--- config.mk ---
export PLATFORM = sky130hd
export DESIGN_NAME = cbr_unit
export DESIGN_NICKNAME = d
export VERILOG_FILES = /design/src/rtl/cbr_pkg.sv /design/src/rtl/cbr_decode.sv /design/src/rtl/cbr_cond_eval.sv /design/src/rtl/cbr_target.sv /design/src/rtl/cbr_unit.sv
export SDC_FILE = /design/constraint.sdc
export NUM_CORES = 1
export LEC_CHECK = 0
export ABC_AREA = 1
export BUFFER_PORTS_ARGS = -buffer_cell sky130_fd_sc_hd__buf_2
export CAP_MARGIN = 20
export CORE_MARGIN = 4
export CORE_UTILIZATION = 52
export CTS_BUF_LIST = sky130_fd_sc_hd__clkbuf_8
export DETAILED_ROUTE_END_ITERATION = 10
export HOLD_SLACK_MARGIN = 0.03
export MAX_ROUTING_LAYER = met4
export PLACE_DENSITY = 0.79
export SLEW_MARGIN = 10
export SYNTH_ARGS = -nofsm -noshare
export SYNTH_HDL_FRONTEND = slang
export SYNTH_SLANG_ARGS = --single-unit
--- constraint.sdc ---
create_clock -name clk -period 2.4 [get_ports clk]
set_input_delay 0 -clock clk [delete_from_list [all_inputs] [get_ports clk]]
set_output_delay 0 -clock clk [all_outputs]
set_load 0.01 [all_outputs]
--- src/rtl/cbr_pkg.sv ---
package cbr_pkg;
  typedef enum logic [3:0] {
    K_OTHER,
    K_BCOND,
    K_BCOND_UND,
    K_SWI,
    K_BUNC,
    K_CALL_HI,
    K_CALL_LO,
    K_XCHG,
    K_XCHG_UND
  } br_kind_e;
endpackage

--- src/rtl/cbr_decode.sv ---
module cbr_decode
  import cbr_pkg::*;
(
  input  logic [8:0] hdr,   // instruction bits 15:7
  output br_kind_e   kind
);
  logic [3:0] top4;
  logic [4:0] top5;
  logic [3:0] cnd;

  assign top4 = hdr[8:5];
  assign top5 = hdr[8:4];
  assign cnd  = hdr[4:1];

  always_comb begin
    kind = K_OTHER;
    if (top4 == 4'b1101) begin
      if (cnd == 4'hF)      kind = K_SWI;
      else if (cnd == 4'hE) kind = K_BCOND_UND;
      else                  kind = K_BCOND;
    end else if (top5 == 5'b11100) begin
      kind = K_BUNC;
    end else if (top5 == 5'b11110) begin
      kind = K_CALL_HI;
    end else if (top5 == 5'b11111) begin
      kind = K_CALL_LO;
    end else if (hdr[8:1] == 8'h47) begin
      kind = hdr[0] ? K_XCHG_UND : K_XCHG;
    end
  end
endmodule

--- src/rtl/cbr_cond_eval.sv ---
module cbr_cond_eval #(
  parameter int NBASE = 8
) (
  input  logic [3:0] cond,
  input  logic [3:0] nzcv,
  output logic       pass
);
  logic n, z, c, v;
  logic [NBASE-1:0] base;

  assign n = nzcv[3];
  assign z = nzcv[2];
  assign c = nzcv[1];
  assign v = nzcv[0];

  // Each even code tests a base predicate, the odd code after it tests its inverse.
  assign base[0] = z;
  assign base[1] = c;
  assign base[2] = n;
  assign base[3] = v;
  assign base[4] = c & ~z;
  assign base[5] = (n == v);
  assign base[6] = ~z & (n == v);
  assign base[7] = 1'b0;

  assign pass = base[cond[3:1]] ^ cond[0];
endmodule

--- src/rtl/cbr_target.sv ---
module cbr_target
  import cbr_pkg::*;
#(
  parameter int          AW      = 32,
  parameter logic [31:0] SWI_VEC = 32'h8
) (
  input  br_kind_e      kind,
  input  logic [10:0]   imm,
  input  logic [AW-1:0] addr,
  input  logic [AW-1:0] reg_val,
  input  logic [AW-1:0] lr_in,
  output logic [AW-1:0] tgt,
  output logic [AW-1:0] lr_val,
  output logic          wide
);
  localparam int PC_AHEAD = 4;
  localparam int NEXT_STEP = 2;

  logic [AW-1:0] pc_rd, next_addr, off_short, off_long, off_hi, off_lo, raw;

  assign pc_rd     = addr + AW'(PC_AHEAD);
  assign next_addr = addr + AW'(NEXT_STEP);
  assign off_short = {{(AW-9){imm[7]}}, imm[7:0], 1'b0};
  assign off_long  = {{(AW-12){imm[10]}}, imm, 1'b0};
  assign off_hi    = {{(AW-23){imm[10]}}, imm, 12'b0};
  assign off_lo    = {{(AW-12){1'b0}}, imm, 1'b0};

  always_comb begin
    case (kind)
      K_BCOND:   raw = pc_rd + off_short;
      K_BUNC:    raw = pc_rd + off_long;
      K_CALL_LO: raw = lr_in + off_lo;
      K_XCHG:    raw = reg_val;
      K_SWI:     raw = SWI_VEC[AW-1:0];
      default:   raw = '0;
    endcase
  end

  assign tgt = {raw[AW-1:1], 1'b0};

  always_comb begin
    case (kind)
      K_CALL_HI: lr_val = pc_rd + off_hi;
      K_CALL_LO: lr_val = {next_addr[AW-1:1], 1'b1};
      default:   lr_val = '0;
    endcase
  end

  assign wide = (kind == K_XCHG) && !reg_val[0];
endmodule

--- src/rtl/cbr_unit.sv ---
module cbr_unit
  import cbr_pkg::*;
#(
  parameter int          AW         = 32,
  parameter logic [31:0] SWI_VEC    = 32'h8,
  parameter bit          TRACK_PAIR = 1'b1
) (
  input  logic          clk,
  input  logic          rst,
  input  logic          in_valid,
  input  logic [15:0]   insn,
  input  logic [AW-1:0] insn_addr,
  input  logic [3:0]    flags_nzcv,
  input  logic [AW-1:0] reg_val,
  input  logic [AW-1:0] lr_in,
  output logic          out_valid,
  output logic          redirect,
  output logic [AW-1:0] target,
  output logic          lr_we,
  output logic [AW-1:0] lr_data,
  output logic          to_wide,
  output logic          swi_hit,
  output logic          undef_hit
);
  br_kind_e      kind;
  logic          cond_ok, pair_ok;
  logic [AW-1:0] tgt_c, lrv_c;
  logic          wide_c;
  logic          nx_redir, nx_lrwe, nx_swi, nx_undef, nx_wide;

  cbr_decode u_dec (
    .hdr  (insn[15:7]),
    .kind (kind)
  );

  cbr_cond_eval #(.NBASE(8)) u_cond (
    .cond (insn[11:8]),
    .nzcv (flags_nzcv),
    .pass (cond_ok)
  );

  cbr_target #(.AW(AW), .SWI_VEC(SWI_VEC)) u_tgt (
    .kind    (kind),
    .imm     (insn[10:0]),
    .addr    (insn_addr),
    .reg_val (reg_val),
    .lr_in   (lr_in),
    .tgt     (tgt_c),
    .lr_val  (lrv_c),
    .wide    (wide_c)
  );

  generate
    if (TRACK_PAIR) begin : g_pair
      logic prev_hi;
      always_ff @(posedge clk) begin
        if (rst)           prev_hi <= 1'b0;
        else if (in_valid) prev_hi <= (kind == K_CALL_HI);
      end
      assign pair_ok = prev_hi;

      // a lone second half is refused
      assert_lone_second_R8: assert property (@(posedge clk) disable iff (rst)
        (in_valid && insn[15:11] == 5'b11111 && !prev_hi) |=> (undef_hit && !redirect && !lr_we));
    end else begin : g_nopair
      assign pair_ok = 1'b1;
    end
  endgenerate

  always_comb begin
    nx_redir = 1'b0;
    nx_lrwe  = 1'b0;
    nx_swi   = 1'b0;
    nx_undef = 1'b0;
    nx_wide  = 1'b0;
    case (kind)
      K_BCOND:     nx_redir = cond_ok;
      K_BUNC:      nx_redir = 1'b1;
      K_CALL_HI:   nx_lrwe  = 1'b1;
      K_CALL_LO: begin
        nx_redir = pair_ok;
        nx_lrwe  = pair_ok;
        nx_undef = !pair_ok;
      end
      K_XCHG: begin
        nx_redir = 1'b1;
        nx_wide  = wide_c;
      end
      K_SWI: begin
        nx_redir = 1'b1;
        nx_swi   = 1'b1;
      end
      K_XCHG_UND:  nx_undef = 1'b1;
      K_BCOND_UND: nx_undef = 1'b1;
      default: ;
    endcase
  end

  always_ff @(posedge clk) begin
    if (rst) begin
      out_valid <= 1'b0;
      redirect  <= 1'b0;
      target    <= '0;
      lr_we     <= 1'b0;
      lr_data   <= '0;
      to_wide   <= 1'b0;
      swi_hit   <= 1'b0;
      undef_hit <= 1'b0;
    end else begin
      out_valid <= in_valid;
      redirect  <= in_valid && nx_redir;
      target    <= (in_valid && nx_redir) ? tgt_c : '0;
      lr_we     <= in_valid && nx_lrwe;
      lr_data   <= (in_valid && nx_lrwe) ? lrv_c : '0;
      to_wide   <= in_valid && nx_wide;
      swi_hit   <= in_valid && nx_swi;
      undef_hit <= in_valid && nx_undef;
    end
  end

  // an idle cycle leaves all outputs low in the next cycle
  assert_idle_quiet_R1: assert property (@(posedge clk) disable iff (rst)
    !in_valid |=> (!out_valid && !redirect && !lr_we && !swi_hit && !undef_hit && !to_wide));

  // redirect addresses are halfword aligned
  assert_even_target_R2: assert property (@(posedge clk) disable iff (rst)
    redirect |-> !target[0]);

  // the exchange to the wide state follows a register value with bit 0 clear
  assert_wide_exchange_R9: assert property (@(posedge clk) disable iff (rst)
    (in_valid && insn[15:7] == 9'b010001110 && !reg_val[0]) |=> (to_wide && redirect));

  // the exchange form with bit 7 set is refused
  assert_xchg_undef_R10: assert property (@(posedge clk) disable iff (rst)
    (in_valid && insn[15:7] == 9'b010001111) |=> (undef_hit && !redirect));

  // the trap word always reaches the fixed vector
  assert_swi_vector_R11: assert property (@(posedge clk) disable iff (rst)
    (in_valid && insn[15:8] == 8'hDF) |=> (swi_hit && redirect && target == SWI_VEC[AW-1:0]));

  // undefined results carry no side effects
  assert_undef_silent_R12: assert property (@(posedge clk) disable iff (rst)
    undef_hit |-> (!redirect && !lr_we && !swi_hit));
endmodule

==> run metrics, run 1 <==
input/output buffers 186; Max VDD drop 0.282 mV; Netlist Area Pre-Place 0.00870 mm²; Endpoint, Worst Hold target[5]$_SDFF_PP0_; status finished with violations; worst r2r dst lr_data[10]$_SDFF_PP0_; Synth async-reset ratio 0%; die height 137 µm; Starting Density 52.8%; Pleak 7.04 nW; share of the synthesized area in the top cell type 20.8%; worst r2r path cells 4; Clock Root Buffer clkbuf_8; worst-margin pin slew 0.746 ns; Post-DP HPWL 31.0 mm; Post-Route WL 45.0 mm; count of final max-slew check failures 0; GPL Wtd Cong 1.11; Power Total 0.00478 W; NumNets Final 2208; post-route ant nets 0; failing checks DRC, setup timing; synth cell count leaders nand2_1 (482), inv_1 (206), nand3_1 (172); routed via count 13300; Hold Path Class primary input to flop; final hold violation count 0; Hold Path Origin reg_val[5]; layout cell share with drive strength beyond 1 36.2%; gr ovfl total 0; H-tree Lvls 3; post-layout util 83.3%; crit path time final 2.59 ns; DRC 2; DP Area 0.0117 mm²; Final setup viols 17; mean post-synth cell area 5.63 µm²; final cycle utilization of the critical path 108%; flops & latches, synth 70; I/O Pins 189; kind of critical path primary input to flop; Iter 0 DRT Violations 1729; CP Data Arrival Time 2.89 ns; setup slack, reg-to-reg 0.67 ns; Seq/Total Area, Yosys 16.1%; Hold Worst Slack 0.0313 ns; relative slew slack 50.2%; Total GRT Usage 42.2%; type of origin of the critical path primary input; number of flops mapped to enable cells by yosys 0; setup slack after layout -0.191 ns; Row Count 47; filler instances 1070; worst r2r src g_pair.prev_hi$_SDFFE_PP0P_; Synth area leaders nand2_1 (21%), dfxtp_1 (16%), nand3_1 (9.9%), ha_1 (8.9%), inv_1 (8.9%); deepest clock path buffer count 2; first-pass GRT wire length 60.3 mm; Fmax 0.386 GHz; clk sinks 70; Final Cell Area 0.0137 mm²; peak per-stage delay on the critical path 0.32 ns; vias per cell 5.92; crit-path cells buf_2 -> buf_4 -> nand2_1 -> nor2_4 -> inv_2 -> nor4_4 -> xor2_1 -> inv_2 -> ha_4 -> nand2_1 -> nor2_4 -> nand2_2 -> nor4_4 -> nand2_1 -> nand2_1 -> nand2_1 -> nand3_2 -> nand3_2 -> nand2_1 -> inv_1; unrepaired setup endpoints after global routing yes; Place WS -0.675 ns; largest net degree at the start of global routing 32; initial antenna violation count 0; wire per inst 20.0 µm; ANT cells 0; Slowest cell on crit path nor4_4; Pwr Density 349 mW/mm²; Clk Latency, worst-skew pair 0.39 ns; Main synth FF type dfxtp_1; Crit Path Max Fanout 5; vias in the first global route 11900; number of CTS-inserted buffers 9; Pre-antenna DRT Iters 9; max cap viols 0; die area 0.0189 mm²; synth warn 0; endpoint class of the critical path flop; Hold Path Cell Cnt 4; clk_skew 0.0120 ns; clock-pin slew on the worst setup and hold paths 0.09 ns; CTS tree yes; Placeable Area 0.0165 mm²; DIE WIDTH 137 µm; Cell variety after synth 49; Syn Nets 1728; Required @ worst endpoint 2.70 ns; top-count cell post-synth nand2_1; Crit path top cell by count nand2_1; post-synth top area cell nand2_1; area grow syn2layout 57.7%; Post-Synthesis Cells 1544
==> per-layer routing <==
layer	GRT usage, %	up-vias	share of wire [%]
li1	-	5981	-
met1	46.7	5848	35
met2	70.1	1080	45
met3	7.01	398	11
met4	27.9	0	10
met5	-	-	0
==> worst max-delay path: cells and delay by family <==
family | cells | cell delay [ns]
and+or+nand+nor | 13 | 1.82
adders and majority gates | 1 | 0.32
buffers and inverters | 5 | 0.51
xor gates and xnor gates | 1 | 0.24
==> worst max-delay path by stage <==
stage                  start                     to  slack, ns  depth (start not counted)
5_1_grt         insn_addr[2]  target[30]$_SDFF_PP0_      -0.35                         25
4_1_cts         insn_addr[2]  target[17]$_SDFF_PP0_      -0.03                         21
3_5_place_dp    insn_addr[2]  target[31]$_SDFF_PP0_      -0.68                         23
6_report       insn_addr[11]  target[30]$_SDFF_PP0_      -0.19                         20
2_1_floorplan       insn[14]  target[17]$_SDFF_PP0_      0.009                         18
3_3_place_gp    insn_addr[2]  target[31]$_SDFF_PP0_      -0.57                         23
==> cell families after synthesis <==
family	Yosys count	synth area share, %
adder cells (fa/ha/maj)	65	9.61
XOR/XNOR	47	4.73
AND/OR/NAND/NOR	939	47.1
flip-flops	70	16.1
buffers and inverters	234	10.4
AO/OA/AOI/OAI	188	12.0
other	1	0.0431
==> through the flow <==
step,TNS (ns),std cells
2_1_floorplan,0,1544
3_3_place_gp,-17.32,2173
3_5_place_dp,-18.93,2173
4_1_cts,-0.107,2225
6_report,-1.23,2247
5_1_grt,-5.23,2247
==> placed cells by master (no fill, tap or decap), types with 7 or more instances in the layout <==
| master | count |
|---|---|
| or2_2 | 24 |
| nor2_4 | 26 |
| buf_6 | 8 |
| inv_1 | 193 |
| nor2_1 | 107 |
| a21oi_2 | 30 |
| nand3b_1 | 15 |
| ha_1 | 35 |
| nand2_2 | 41 |
| dlygate4sd3_1 | 34 |
| nor3_2 | 11 |
| xor2_1 | 32 |
| nand3_1 | 157 |
| buf_4 | 269 |
| a21o_1 | 7 |
| buf_2 | 175 |
| a21oi_1 | 75 |
| nand2_1 | 432 |
| nand2_4 | 11 |
| nand3_2 | 16 |
| xor2_2 | 9 |
| o21ai_0 | 32 |
| nor3_1 | 24 |
| inv_2 | 17 |
| nor2_2 | 24 |
| ha_4 | 21 |
| dfxtp_1 | 70 |
| clkbuf_8 | 10 |
| nand4_1 | 28 |
| o21ai_1 | 14 |
==> what timing repair did <==
action	4_1_cts	5_1_grt
pin swaps	14	84
hold buffers	34	0
setup endpoints to repair	31	39
resized for setup	71	242
setup buffers	4	23
cloned	0	0
endpoints found under the hold margin	35	0
==> registers in the layout, summed over array words and instances, names as in the netlist <==
name            count
lr_data            32
target             31
undef_hit           1
swi_hit             1
redirect            1
to_wide             1
out_valid           1
g_pair.prev_hi      1
lr_we               1
==> final cells by class <==
| cell class | count | area (µm²) | share of cell area [%] |
|---|---|---|---|
| repair buffers | 491 | 3420 | 24.9 |
| clock buffers | 10 | 138 | 1.00 |
| inverters | 212 | 798 | 5.82 |
| clock inverters | 4 | 72.6 | 0.529 |
| well taps | 220 | 275 | 2.01 |
| multi-input cells | 1240 | 7610 | 55.5 |
| flip-flops and latches | 70 | 1400 | 10.2 |
==> power breakdown <==
part | internal, W | leakage [nW] | switching, W
logic | 0.00107 | 6.37 | 0.00142
clock network | 0.000601 | 0.104 | 0.000526
registers | 0.00116 | 0.564 | 0.00000199
total | 0.00283 | 7.04 | 0.00195
Power figures use the tool's default switching activity.
==> run 2: changes to the inputs <==
Settings changed: CORE_UTILIZATION 52 to 45, MAX_ROUTING_LAYER met4 to unset, PLACE_DENSITY 0.79 to 0.7.
==> run 2 against run 1 <==
Against the previous run: the flow now finishes without violations; register-to-register slack improved by 0.17 ns; core utilization fell by 11 points; first-iteration DRC count is 45% lower; maximum frequency up 9.2%; clock power fell by 4%; wire length decreased by 6.5%.
==> run metrics, run 2 (same netlist as run 1, synthesis figures left out) <==
post-route ant nets 0 (unchanged); crit path time final 2.37 ns (-0.218 ns); wire per inst 18.3 µm (-8.6%); non-filler cells, final 2298 (+2.3%); Placeable Area 0.0188 mm² (+14%); Total GRT Usage 36.0% (-6.2 points); deepest clock path buffer count 2 (unchanged); number of cells after detailed placement 2227 (+2.5%); gr ovfl total 0 (unchanged); Hold Path Class primary input to flop; NumNets Final 2216 (+0.36%); Hold Path Origin insn_addr[30]; worst r2r dst lr_data[10]$_SDFF_PP0_; initial antenna violation count 1 (+1); Hold Worst Slack 0.0552 ns (+0.0239 ns); DIE WIDTH 147 µm (+7.1%); most frequent cells in the layout nand2_1 (446), buf_4 (274), inv_1 (191), buf_2 (183), nand3_1 (165); count of final max-slew check failures 0 (unchanged); Post-Route WL 42.0 mm (-6.5%); type of origin of the critical path primary input; die height 147 µm (+7.1%); most common cell after layout, fill and taps aside nand2_1; worst r2r src g_pair.prev_hi$_SDFFE_PP0P_; DP Area 0.0118 mm² (+1.2%); Pleak 7.02 nW (-0.29%); vias in the first global route 11600 (-2.5%); CTS tree yes; number of CTS-inserted buffers 9 (unchanged); worst-margin pin slew 0.682 ns (-0.0645 ns); Endpoint, Worst Hold lr_data[30]$_SDFF_PP0_; layout cell share with drive strength beyond 1 35.3% (-0.87 points); largest net degree at the start of global routing 33 (+3.1%); Pre-antenna DRT Iters 6 (-3); Hold Path Cell Cnt 4 (unchanged); filler instances 1611 (+51%); final hold violation count 0 (unchanged); Max VDD drop 0.261 mV (-7.3%); worst r2r path cells 4 (unchanged); H-tree Lvls 3 (unchanged); kind of critical path primary input to flop; setup slack, reg-to-reg 0.84 ns (+0.17 ns); Final Cell Area 0.0137 mm² (about the same); Required @ worst endpoint 2.70 ns (about the same); routed via count 12500 (-5.9%); relative slew slack 54.5% (+4.3 points); Regs by FF count lr_data (32), target (31); clk sinks 70 (unchanged); unrepaired setup endpoints after global routing yes; status completed; Iter 0 DRT Violations 952 (-45%); largest reg by FF count lr_data; Clk Latency, worst-skew pair 0.38 ns (about the same); vias per cell 5.45 (-8.0%); Crit Path Max Fanout 4 (-1); I/O Pins 189 (unchanged); Row Count 50 (+6.4%); area of the multi-input gates 0.00755 mm² (-0.84%); final cycle utilization of the critical path 98.9% (-9.1 points); Fmax 0.421 GHz (+9.2%); area grow syn2layout 57.6% (about the same); endpoint class of the critical path flop; Final setup viols 0 (-17); die area 0.0216 mm² (+15%); Post-DP HPWL 33.2 mm (+7.0%); GPL Wtd Cong 1.03 (-6.6%); Clock Root Buffer clkbuf_8; Starting Density 46.2% (-6.6 points); register area 0.00140 mm² (unchanged); clk_skew 0.0127 ns (+0.000690 ns); max FFs per register 32 (unchanged); clock-pin slew on the worst setup and hold paths 0.09 ns (about the same); CP Data Arrival Time 2.68 ns (-0.21 ns); Pwr Density 339 mW/mm² (-2.6%); max cap viols 0 (unchanged); input/output buffers 186 (unchanged); first-pass GRT wire length 61.6 mm (+2.1%); DRC 0 (-2)
[run 2: cell types whose count changed in the layout (fill, tap and decap cells not counted), moves of 5 or more]
cell	delta
nand3_1	+8
nand3_2	-7
buf_4	+5
buf_2	+8
nor2_1	+7
o21ai_1	-6
ha_1	-7
nand2_1	+14
nor3_1	+5
ha_4	+8
nor3_2	-7
nand2_2	-12
[run 2: final cells by class]
cell class	instances	share of cell area (%)
multi-input combinational	1240	55.1
timing repair buffer	499	25.0
sequential	70	10.2
inverter	212	5.82
tap	260	2.37
clock buffer	11	1.10
clock inverter	5	0.420
antenna	1	0.0183
[run 2: how the worst max path moves through the flow]
stage                             to  slack [ns]    startpoint
4_1_cts        target[20]$_SDFF_PP0_       -0.02  insn_addr[2]
2_1_floorplan  target[17]$_SDFF_PP0_       0.009      insn[14]
3_5_place_dp   target[21]$_SDFF_PP0_       -0.59  insn_addr[3]
3_3_place_gp   target[21]$_SDFF_PP0_       -0.55  insn_addr[3]
5_1_grt        target[22]$_SDFF_PP0_       -0.14  insn_addr[2]
6_report       target[29]$_SDFF_PP0_        0.03  insn_addr[6]
[run 2: where the power goes]
| part | internal, W | switching (W) | leakage [nW] |
|---|---|---|---|
| clock network | 0.000538 | 0.000545 | 0.109 |
| logic | 0.00106 | 0.00134 | 6.35 |
| registers | 0.00116 | 0.00000169 | 0.564 |
| total | 0.00276 | 0.00189 | 7.02 |
[run 2: worst max-delay path, stage by stage]
cell     delay, ns
buf_2         0.12
buf_4         0.15
nand2_1       0.10
nor2_4        0.14
buf_4         0.13
nand2_1       0.09
nor3_2        0.18
xor2_2        0.24
ha_2          0.38
nand2_1       0.12
nand2_1       0.15
a21oi_2       0.20
o21ai_1       0.12
a21oi_2       0.18
nand2_1       0.07
nand2_1       0.05
nand3_1       0.10
a21oi_1       0.15
[run 2: what timing repair did]
action,4_1_cts,5_1_grt
gates resized for setup,58,210
setup buffers,2,19
hold buffers,33,1
hold endpoints to repair,34,1
endpoints found under the setup margin,21,37
pin swaps,23,66
[run 2: layer usage]
layer  global-route usage, %  routed length [µm]  vias to the layer above
met2                    60.2               19300                      721
met4                    25.2                3560                        0
li1                        -                   -                     5986
met1                    42.6               15800                     5629
met3                    4.94                3350                      190
met5                       0                   0                        -
[run 2: metrics by stage]
step / worst slack, ns / TNS, ns / total power, W / util (%)
after floorplan: 0.00904 / 0 / 0.00219 / -
after global placement: -0.551 / -13.64 / 0.00312 / 62.7
after detailed placement: -0.589 / -15.60 / 0.00314 / 62.7
after CTS: -0.0203 / -0.0601 / 0.00430 / 66.9
after global routing: -0.137 / -1.27 / 0.00489 / 72.8
final: 0.0269 / 0 / 0.00465 / 72.8
